**src/rtl/bp_pkg.sv**
```systemverilog
package bp_pkg;
  typedef logic [1:0] ctr_t;

  localparam ctr_t CTR_WEAK_NT = 2'b01;
  localparam ctr_t CTR_MAX     = 2'b11;
  localparam ctr_t CTR_MIN     = 2'b00;

  // one_bit: entry simply records the last outcome as a saturated value
  function automatic ctr_t ctr_next(input ctr_t cur, input logic taken, input logic one_bit);
    ctr_t nxt;
    if (one_bit)                      nxt = taken ? CTR_MAX : CTR_MIN;
    else if (taken && cur != CTR_MAX) nxt = cur + 2'd1;
    else if (!taken && cur != CTR_MIN) nxt = cur - 2'd1;
    else                              nxt = cur;
    return nxt;
  endfunction
endpackage

```
**src/rtl/bp_history.sv**
```systemverilog
module bp_history #(
  parameter int unsigned HIST_W = 2
) (
  input  logic              clk_i,
  input  logic              rst_ni,
  input  logic              shift_i,
  input  logic              bit_i,
  output logic [HIST_W-1:0] hist_o
);
  logic [HIST_W-1:0] hist_q;

  always_ff @(posedge clk_i or negedge rst_ni) begin
    if (!rst_ni)      hist_q <= '0;
    else if (shift_i) hist_q <= {hist_q[HIST_W-2:0], bit_i};
  end

  assign hist_o = hist_q;
endmodule

```
**src/rtl/bp_index.sv**
```systemverilog
module bp_index #(
  parameter int unsigned PC_W     = 32,
  parameter int unsigned PC_IDX_W = 4,
  parameter int unsigned HIST_W   = 2,
  localparam int unsigned IDX_W   = PC_IDX_W + HIST_W
) (
  input  logic [PC_W-1:0]   pc_i,
  input  logic [HIST_W-1:0] hist_i,
  input  logic              one_bit_i,
  output logic [IDX_W-1:0]  idx_o
);
  logic [PC_IDX_W-1:0] pc_part;
  logic                unused_pc;

  assign pc_part   = pc_i[PC_IDX_W+1:2];
  assign unused_pc = ^{pc_i[PC_W-1:PC_IDX_W+2], pc_i[1:0]};

  // last-outcome mode is a plain PC-indexed table
  assign idx_o = one_bit_i ? {{HIST_W{1'b0}}, pc_part} : {hist_i, pc_part};
endmodule

```
**src/rtl/bp_pattern_table.sv**
```systemverilog
module bp_pattern_table #(
  parameter int unsigned IDX_W   = 6,
  localparam int unsigned ENTRIES = 1 << IDX_W
) (
  input  logic             clk_i,
  input  logic             rst_ni,
  input  logic [IDX_W-1:0] rd_idx_i,
  output logic             rd_taken_o,
  input  logic             wr_en_i,
  input  logic [IDX_W-1:0] wr_idx_i,
  input  logic             wr_taken_i,
  input  logic             one_bit_i
);
  bp_pkg::ctr_t [ENTRIES-1:0] ent_vec;

  for (genvar e = 0; e < ENTRIES; e++) begin : g_ent
    bp_pkg::ctr_t ent_q;
    logic         hit;

    assign hit = wr_en_i && (wr_idx_i == IDX_W'(e));

    always_ff @(posedge clk_i or negedge rst_ni) begin
      if (!rst_ni)  ent_q <= bp_pkg::CTR_WEAK_NT;
      else if (hit) ent_q <= bp_pkg::ctr_next(ent_q, wr_taken_i, one_bit_i);
    end

    assign ent_vec[e] = ent_q;
  end

  // read straight from flops: same-cycle write is not visible
  assign rd_taken_o = ent_vec[rd_idx_i][1];
endmodule

```
**src/rtl/branch_corr_pred.sv**
```systemverilog
module branch_corr_pred #(
  parameter int unsigned PC_W     = 32,
  parameter int unsigned PC_IDX_W = 4,
  parameter int unsigned HIST_W   = 2
) (
  input  logic            clk_i,
  input  logic            rst_ni,
  input  logic            mode_1bit_i,
  input  logic [PC_W-1:0] pred_pc_i,
  output logic            pred_taken_o,
  input  logic            upd_valid_i,
  input  logic [PC_W-1:0] upd_pc_i,
  input  logic            upd_taken_i
);
  localparam int unsigned IDX_W = PC_IDX_W + HIST_W;

  logic [HIST_W-1:0] hist_q;
  logic [IDX_W-1:0]  rd_idx;
  logic [IDX_W-1:0]  wr_idx;

  bp_history #(.HIST_W(HIST_W)) u_hist (
    .clk_i  (clk_i),
    .rst_ni (rst_ni),
    .shift_i(upd_valid_i),
    .bit_i  (upd_taken_i),
    .hist_o (hist_q)
  );

  bp_index #(.PC_W(PC_W), .PC_IDX_W(PC_IDX_W), .HIST_W(HIST_W)) u_rd_idx (
    .pc_i     (pred_pc_i),
    .hist_i   (hist_q),
    .one_bit_i(mode_1bit_i),
    .idx_o    (rd_idx)
  );

  bp_index #(.PC_W(PC_W), .PC_IDX_W(PC_IDX_W), .HIST_W(HIST_W)) u_wr_idx (
    .pc_i     (upd_pc_i),
    .hist_i   (hist_q),
    .one_bit_i(mode_1bit_i),
    .idx_o    (wr_idx)
  );

  bp_pattern_table #(.IDX_W(IDX_W)) u_tab (
    .clk_i     (clk_i),
    .rst_ni    (rst_ni),
    .rd_idx_i  (rd_idx),
    .rd_taken_o(pred_taken_o),
    .wr_en_i   (upd_valid_i),
    .wr_idx_i  (wr_idx),
    .wr_taken_i(upd_taken_i),
    .one_bit_i (mode_1bit_i)
  );
endmodule

```
**config.mk**
```make
export PLATFORM = sky130hd
export DESIGN_NAME = branch_corr_pred
export DESIGN_NICKNAME = d
export VERILOG_FILES = /design/src/rtl/bp_pkg.sv /design/src/rtl/bp_history.sv /design/src/rtl/bp_index.sv /design/src/rtl/bp_pattern_table.sv /design/src/rtl/branch_corr_pred.sv
export SDC_FILE = /design/constraint.sdc
export NUM_CORES = 1
export LEC_CHECK = 0
export BUFFER_PORTS_ARGS = -buffer_cell sky130_fd_sc_hd__buf_2
export CAP_MARGIN = 20
export CORE_MARGIN = 4
export CORE_UTILIZATION = 55
export DETAILED_ROUTE_END_ITERATION = 10
export PLACE_DENSITY = 0.77
export SLEW_MARGIN = 15
export SYNTH_ARGS = -nofsm -noshare
export SYNTH_HDL_FRONTEND = slang
export SYNTH_HIERARCHICAL = 1
export SYNTH_SLANG_ARGS = --single-unit
```
**constraint.sdc**
```tcl
create_clock -name clk_i -period 2.2 [get_ports clk_i]
set_clock_uncertainty 0.1 [all_clocks]
set_input_delay 0.44 -clock clk_i [delete_from_list [all_inputs] [get_ports clk_i]]
set_output_delay 0.44 -clock clk_i [all_outputs]
set_load 0.03 [all_outputs]
```
## Word level (Yosys, flattened, before mapping)

Index checks and enable logic that the tools add are counted.
W data, S select, Z words.

- Add/subtract/negate cells: 128
- Magnitude comparators: 1
- Equality and inequality tests: 127
- Multiplexer cells: 197
- Reduce and logical (&&, ||, !) cells: 386

Operators with widths:

| cell | number |
|---|---|
| $mux W2 | 194 |
| $eq A6 B6 Y1 const B | 32 |
| $logic_and A1 B1 Y1 | 192 |
| $reduce_bool A3 Y1 | 64 |
| $add A2 B1 Y2 const B | 64 |
| $ne A2 B2 Y1 const B | 64 |
| $reduce_and A2 Y1 | 64 |
| $reduce_bool A2 Y1 | 64 |
| $sub A2 B1 Y2 const B | 64 |
| $eq A6 B5 Y1 const B | 16 |
| $eq A6 B4 Y1 const B | 8 |
| $eq A6 B3 Y1 const B | 4 |
| $bmux W2 S6 | 1 |
| $eq A6 B2 Y1 const B | 2 |
| $mux W6 | 2 |
| $lt A6 B7 Y1 const B | 1 |
| $eq A6 B1 Y1 const B | 1 |
| $logic_not A6 Y1 | 1 |
| $logic_not A1 Y1 | 1 |

- Register bits: 130
- Bits of input ports: 69
- Word-level logic and storage cells: 904

## Longest topological paths before layout

- Word-level depth: 5
- Depth in mapped cells: 8
- Mapped depth without buffers: 6

## Cells and area by module

The synthesis kept the hierarchy.

Modules (own cells, without submodules):

| module | instances | cells an instance | area each (µm²) |
|---|---|---|---|
| bp_pattern_table | 1 | 894 | 8186.6 |
| bp_index | 2 | 6 | 42.5 |
| bp_history | 1 | 4 | 72.6 |

## Worst setup path before layout

Ideal clock, no wire load.

- Path kind: in2out
- Start point: input port pred_pc_i[2]
- End point: output port pred_taken_o
- Data arrival time: 1.974 ns
- Data required time: 1.660 ns
- Setup slack: -0.314 ns
- Cell stages on the path: 7
- Buffers on the path: 2
- Cells stage by stage: buf_4 buf_6 mux4_2 nor2b_1 a2111oi_2 o22ai_1 and3_1

- Longest elaborated chain between the ends: 3

Ends and longest elaborated chain:

| element | RTL line | text |
|---|---|---|
| start, declared | branch_corr_pred.sv:9 | `input logic [PC_W-1:0] pred_pc_i,` |
| $mux W6 | bp_index.sv:19 | `assign idx_o = one_bit_i ? {{HIST_W{1'b0}}, pc_part} : {hist_i, pc_part};` |
| $bmux W2 S6 | bp_pattern_table.sv:31 | `assign rd_taken_o = ent_vec[rd_idx_i][1];` |
| $mux W2 (not written as such) | bp_pattern_table.sv:31 |  |
| end, declared | branch_corr_pred.sv:10 | `output logic pred_taken_o,` |

Every way passes these cells. The select of a mux whose other input is x is not followed.

## Worst setup path in the final report

- Start point: register u_tab.g_ent[45].ent_q[1]
- End point: output port pred_taken_o

- Longest elaborated chain between the ends: 2

Ends and longest elaborated chain:

| element | RTL line | text |
|---|---|---|
| start, declared | bp_pattern_table.sv:17 | `bp_pkg::ctr_t ent_q;` |
| start signal, assigned | bp_pattern_table.sv:23 | `if (!rst_ni) ent_q <= bp_pkg::CTR_WEAK_NT;` |
| start signal, assigned | bp_pattern_table.sv:24 | `else if (hit) ent_q <= bp_pkg::ctr_next(ent_q, wr_taken_i, one_bit_i);` |
| $bmux W2 S6 | bp_pattern_table.sv:31 |  |
| $mux W2 (not written as such) | bp_pattern_table.sv:31 |  |

Every way passes these cells. The select of a mux whose other input is x is not followed.

==> results.ini <==
[run_status]
outcome = finished with violations
failing_checks = negative setup slack

[clock_tree]
tritoncts = done
worst_setup_hold_path_clk_slew_ns = 0.06
numClockSinks = 130
htree_levels = 4
worstSkewPairLatency_ns = 0.42
maximum_clock_insertion_buffer_count = 2
clock_tree.root_cell = clkbuf_16
cts-buffers-inserted = 17

[synthesis]
async_flop_share_pct = 100.0
synth_common_cells = 130 x a21oi_1, 85 x nor2_1, 70 x nor2b_1
synth_seq_area_share_pct = 39.95
synth_top_area_share_pct = 20.15
synth_cell_types = 37
synth_top_cell_by_area = dfstp_2
avgSynthCellArea_um2 = 9.170
synthesis.area_um2 = 8344
synthesis.yosys.warnings = 6
synth_compound_area_share_pct = 24.86
postSynth.topFlopCell = dfrtp_1
muxShareOfSynthArea_pct = 12.63
ys_seq_elements = 130
synthTopCellsByArea = dfstp_2 20%, dfrtp_1 20%, mux2i_1 8.0%
synth_fa_ha_area_share_pct = 0
synth-edff-count = 0
synth_simple_gate_area_share_pct = 15.58
synthesis.nets = 979
main_combinational_cell_family_by_area_after_synthesis = compound AO/OA/AOI/OAI gates
synth_xor_area_share_pct = 0
netlist_instances = 910
most_instantiated_library_cell_after_synthesis = a21oi_1

[placed_design]
routability_cong = 0.8406
detailedPlacementHpwl_um = 13790
buffer_ports.inserted = 13

[die]
placementRows = 44
floorplan.io_pins = 70
floorplan.core_area_um2 = 14700
die_height_um = 131.2
dieWidth_um = 131.2
fp.dieArea_um2 = 17210
start_util_pct = 56.77

[final_layout]
n_fill_cell = 1075
area_of_the_multi_input_gates_um2 = 4541
seq_area_um2 = 3333
syn_to_final_growth_pct = 20.50
antenna_cells_inserted = 0
number_of_nets_in_the_final_layout = 1070
final_layout_size_suffix_gt1_share_pct = 28.70
final_core_util_pct = 68.40

[detailed_routing]
routed_wire_length_per_instance_um = 18.08
ant_nets = 0
first_iteration_detailed_routing_drc_count = 703
dr.pass1.iters = 5
post-route-drc-count = 0
routed_wl_um = 21660
detail_route.vias_per_cell = 6.224
vias = 7456

[job]
drv.max_cap_violation_count = 0

[timing]
timing.final.hold_violations = 0
timing.slew.headroom_pct = 39.57
final_min_period_over_clock_period_pct = 124.2
worst_margin_slew_ns = 0.9064
timing.setup.tns_ns = -0.5328
max_freq_mhz = 365.9
rsz0062_at_grt = true
setup_viol_count_final = 1
period_needed_ns = 2.733
layout_setup_ws_ns = -0.5328
total_count_of_max_transition_violations_in_the_final_report = 0

[power]
static-leakage-power_nw = 4.762
max-vdd-ir-drop_mv = 0.6796
powerDensity_nw_per_um2 = 896.9

[critical_path]
crit_path_end_kind = output port
cpMaxStageDelayCell = mux4_2
cp.required_ns = 1.66
startpoint_type = flop
crit_arrival_ns = 2.19
critPathMaxStageDelay_ns = 0.54
path_max_fanout = 2
critical_path_class = reg2out
timing.critical_path.cells = mux4_2 > a2111oi_4 > o22ai_1 > and3_4 > buf_6

[global_routing]
grtUsageTotal_pct = 24.71
gr-total-overflow = 0
antenna_found_initial = 0
grt_pass1_wl_um = 35220
grt_pass1_vias = 7177
grt_max_degree = 85

[worst_hold_path]
hold_crit_path_type = in2reg

cells in the final DEF, fill, tap and decap left out, types with 5 or more instances in the layout:
cell and instances:
inv_1 67, buf_4 119, o22ai_1 67, mux4_2 15, nor2_2 5, o21ai_1 5, buf_12 7, mux2i_1 66
nor2b_1 67, clkbuf_1 7, dfstp_2 64, nor3_2 16, o211a_1 63, nor3_1 17, nand2b_1 5, dfrtp_1 66
nor2_1 85, nor3_4 11, o21ai_0 60, a21oi_1 130, buf_2 8, clkbuf_16 17
final timing paths:
check / slack [ns] / end / depth (start not counted) / from
setup / recovery: -0.53 / pred_taken_o / 5 / u_tab/g_ent[45].ent_q[1]
hold / removal: 0.26 / u_hist/hist_o[1] / 2 / upd_valid_i
setup reg to reg: 0.06 / u_tab/g_ent[6].ent_q[1] / 8 / u_hist/hist_o[0]
hold reg to reg: 0.38 / u_tab/g_ent[49].ent_q[0] / 2 / u_tab/g_ent[49].ent_q[0]
max in group asynchronous: 0.86 / u_tab/g_ent[57].ent_q[0] / 3 / rst_ni
min in group asynchronous: 0.43 / u_tab/g_ent[45].ent_q[1] / 2 / rst_ni
worst max-delay path: cells and delay by family (launching register included):
kind / cells / cell delay (ns)
DFF: 1 / 0.41
buffers and inverters: 1 / 0.13
and+or+nand+nor: 1 / 0.18
muxes: 1 / 0.54
AOI/OAI and AO/OA: 2 / 0.52
layer usage:
metal | global-route usage (%) | part of all wire (%)
met5 | 0 | 0
met4 | 9.452 | 2.4
met3 | 4.817 | 5.5
met2 | 40.67 | 49
met1 | 32.59 | 43
cells by family (layout without fill, tap and decap cells):
| group | count (synthesis) | in the layout |
|---|---|---|
| AO/OA/AOI/OAI | 330 | 330 |
| multiplexers | 86 | 86 |
| flip-flops | 130 | 130 |
| AND/OR/NAND/NOR | 228 | 228 |
| buffers and inverters | 136 | 240 |
report_power, final:
group          internal (mW)  total (mW)  switching, mW
sequential              3.19        3.70          0.512
clock                   1.72        2.71          0.992
combinational           1.30        2.61           1.31
total                   6.21        9.02           2.81
metrics by stage:
step           instance area [µm²]  hold WS (ns)  instances  setup WS [ns]  power, mW
6_report                     10050        0.2601       1198        -0.5328      9.018
4_1_cts                       9942        0.2447       1195        -0.6062      8.982
5_1_grt                      10050        0.2612       1198        -0.5729      9.474
3_5_place_dp                  9339        0.3312       1161        -0.5428      6.202
2_1_floorplan                 8372       0.04441        910        -0.1945      5.200
3_3_place_gp                  9339        0.3226       1161        -0.5054      6.091
what timing repair did:
action / 4_1_cts / 5_1_grt
hold buffers: 1 / 0
hold endpoints to repair: 10 / 0
setup endpoints to repair: 1 / 6
buffers inserted: 1 / 3
pin swaps: 3 / 16
resized for setup: 7 / 17
registers in the layout, summed over array words and instances (netlist names):
name	flops
u_hist/hist_o	2
u_tab/g_ent.ent_q	128
layout make-up:
cell class / instances / share of cell area, %
inverters: 68 / 2.539
repair buffers: 140 / 11.30
clock inverters: 6 / 0.7964
flip-flops and latches: 130 / 33.15
multi-input cells: 644 / 45.16
clock buffers: 26 / 4.766
well taps: 184 / 2.290
No activity file was read; power rests on OpenSTA's default activity.
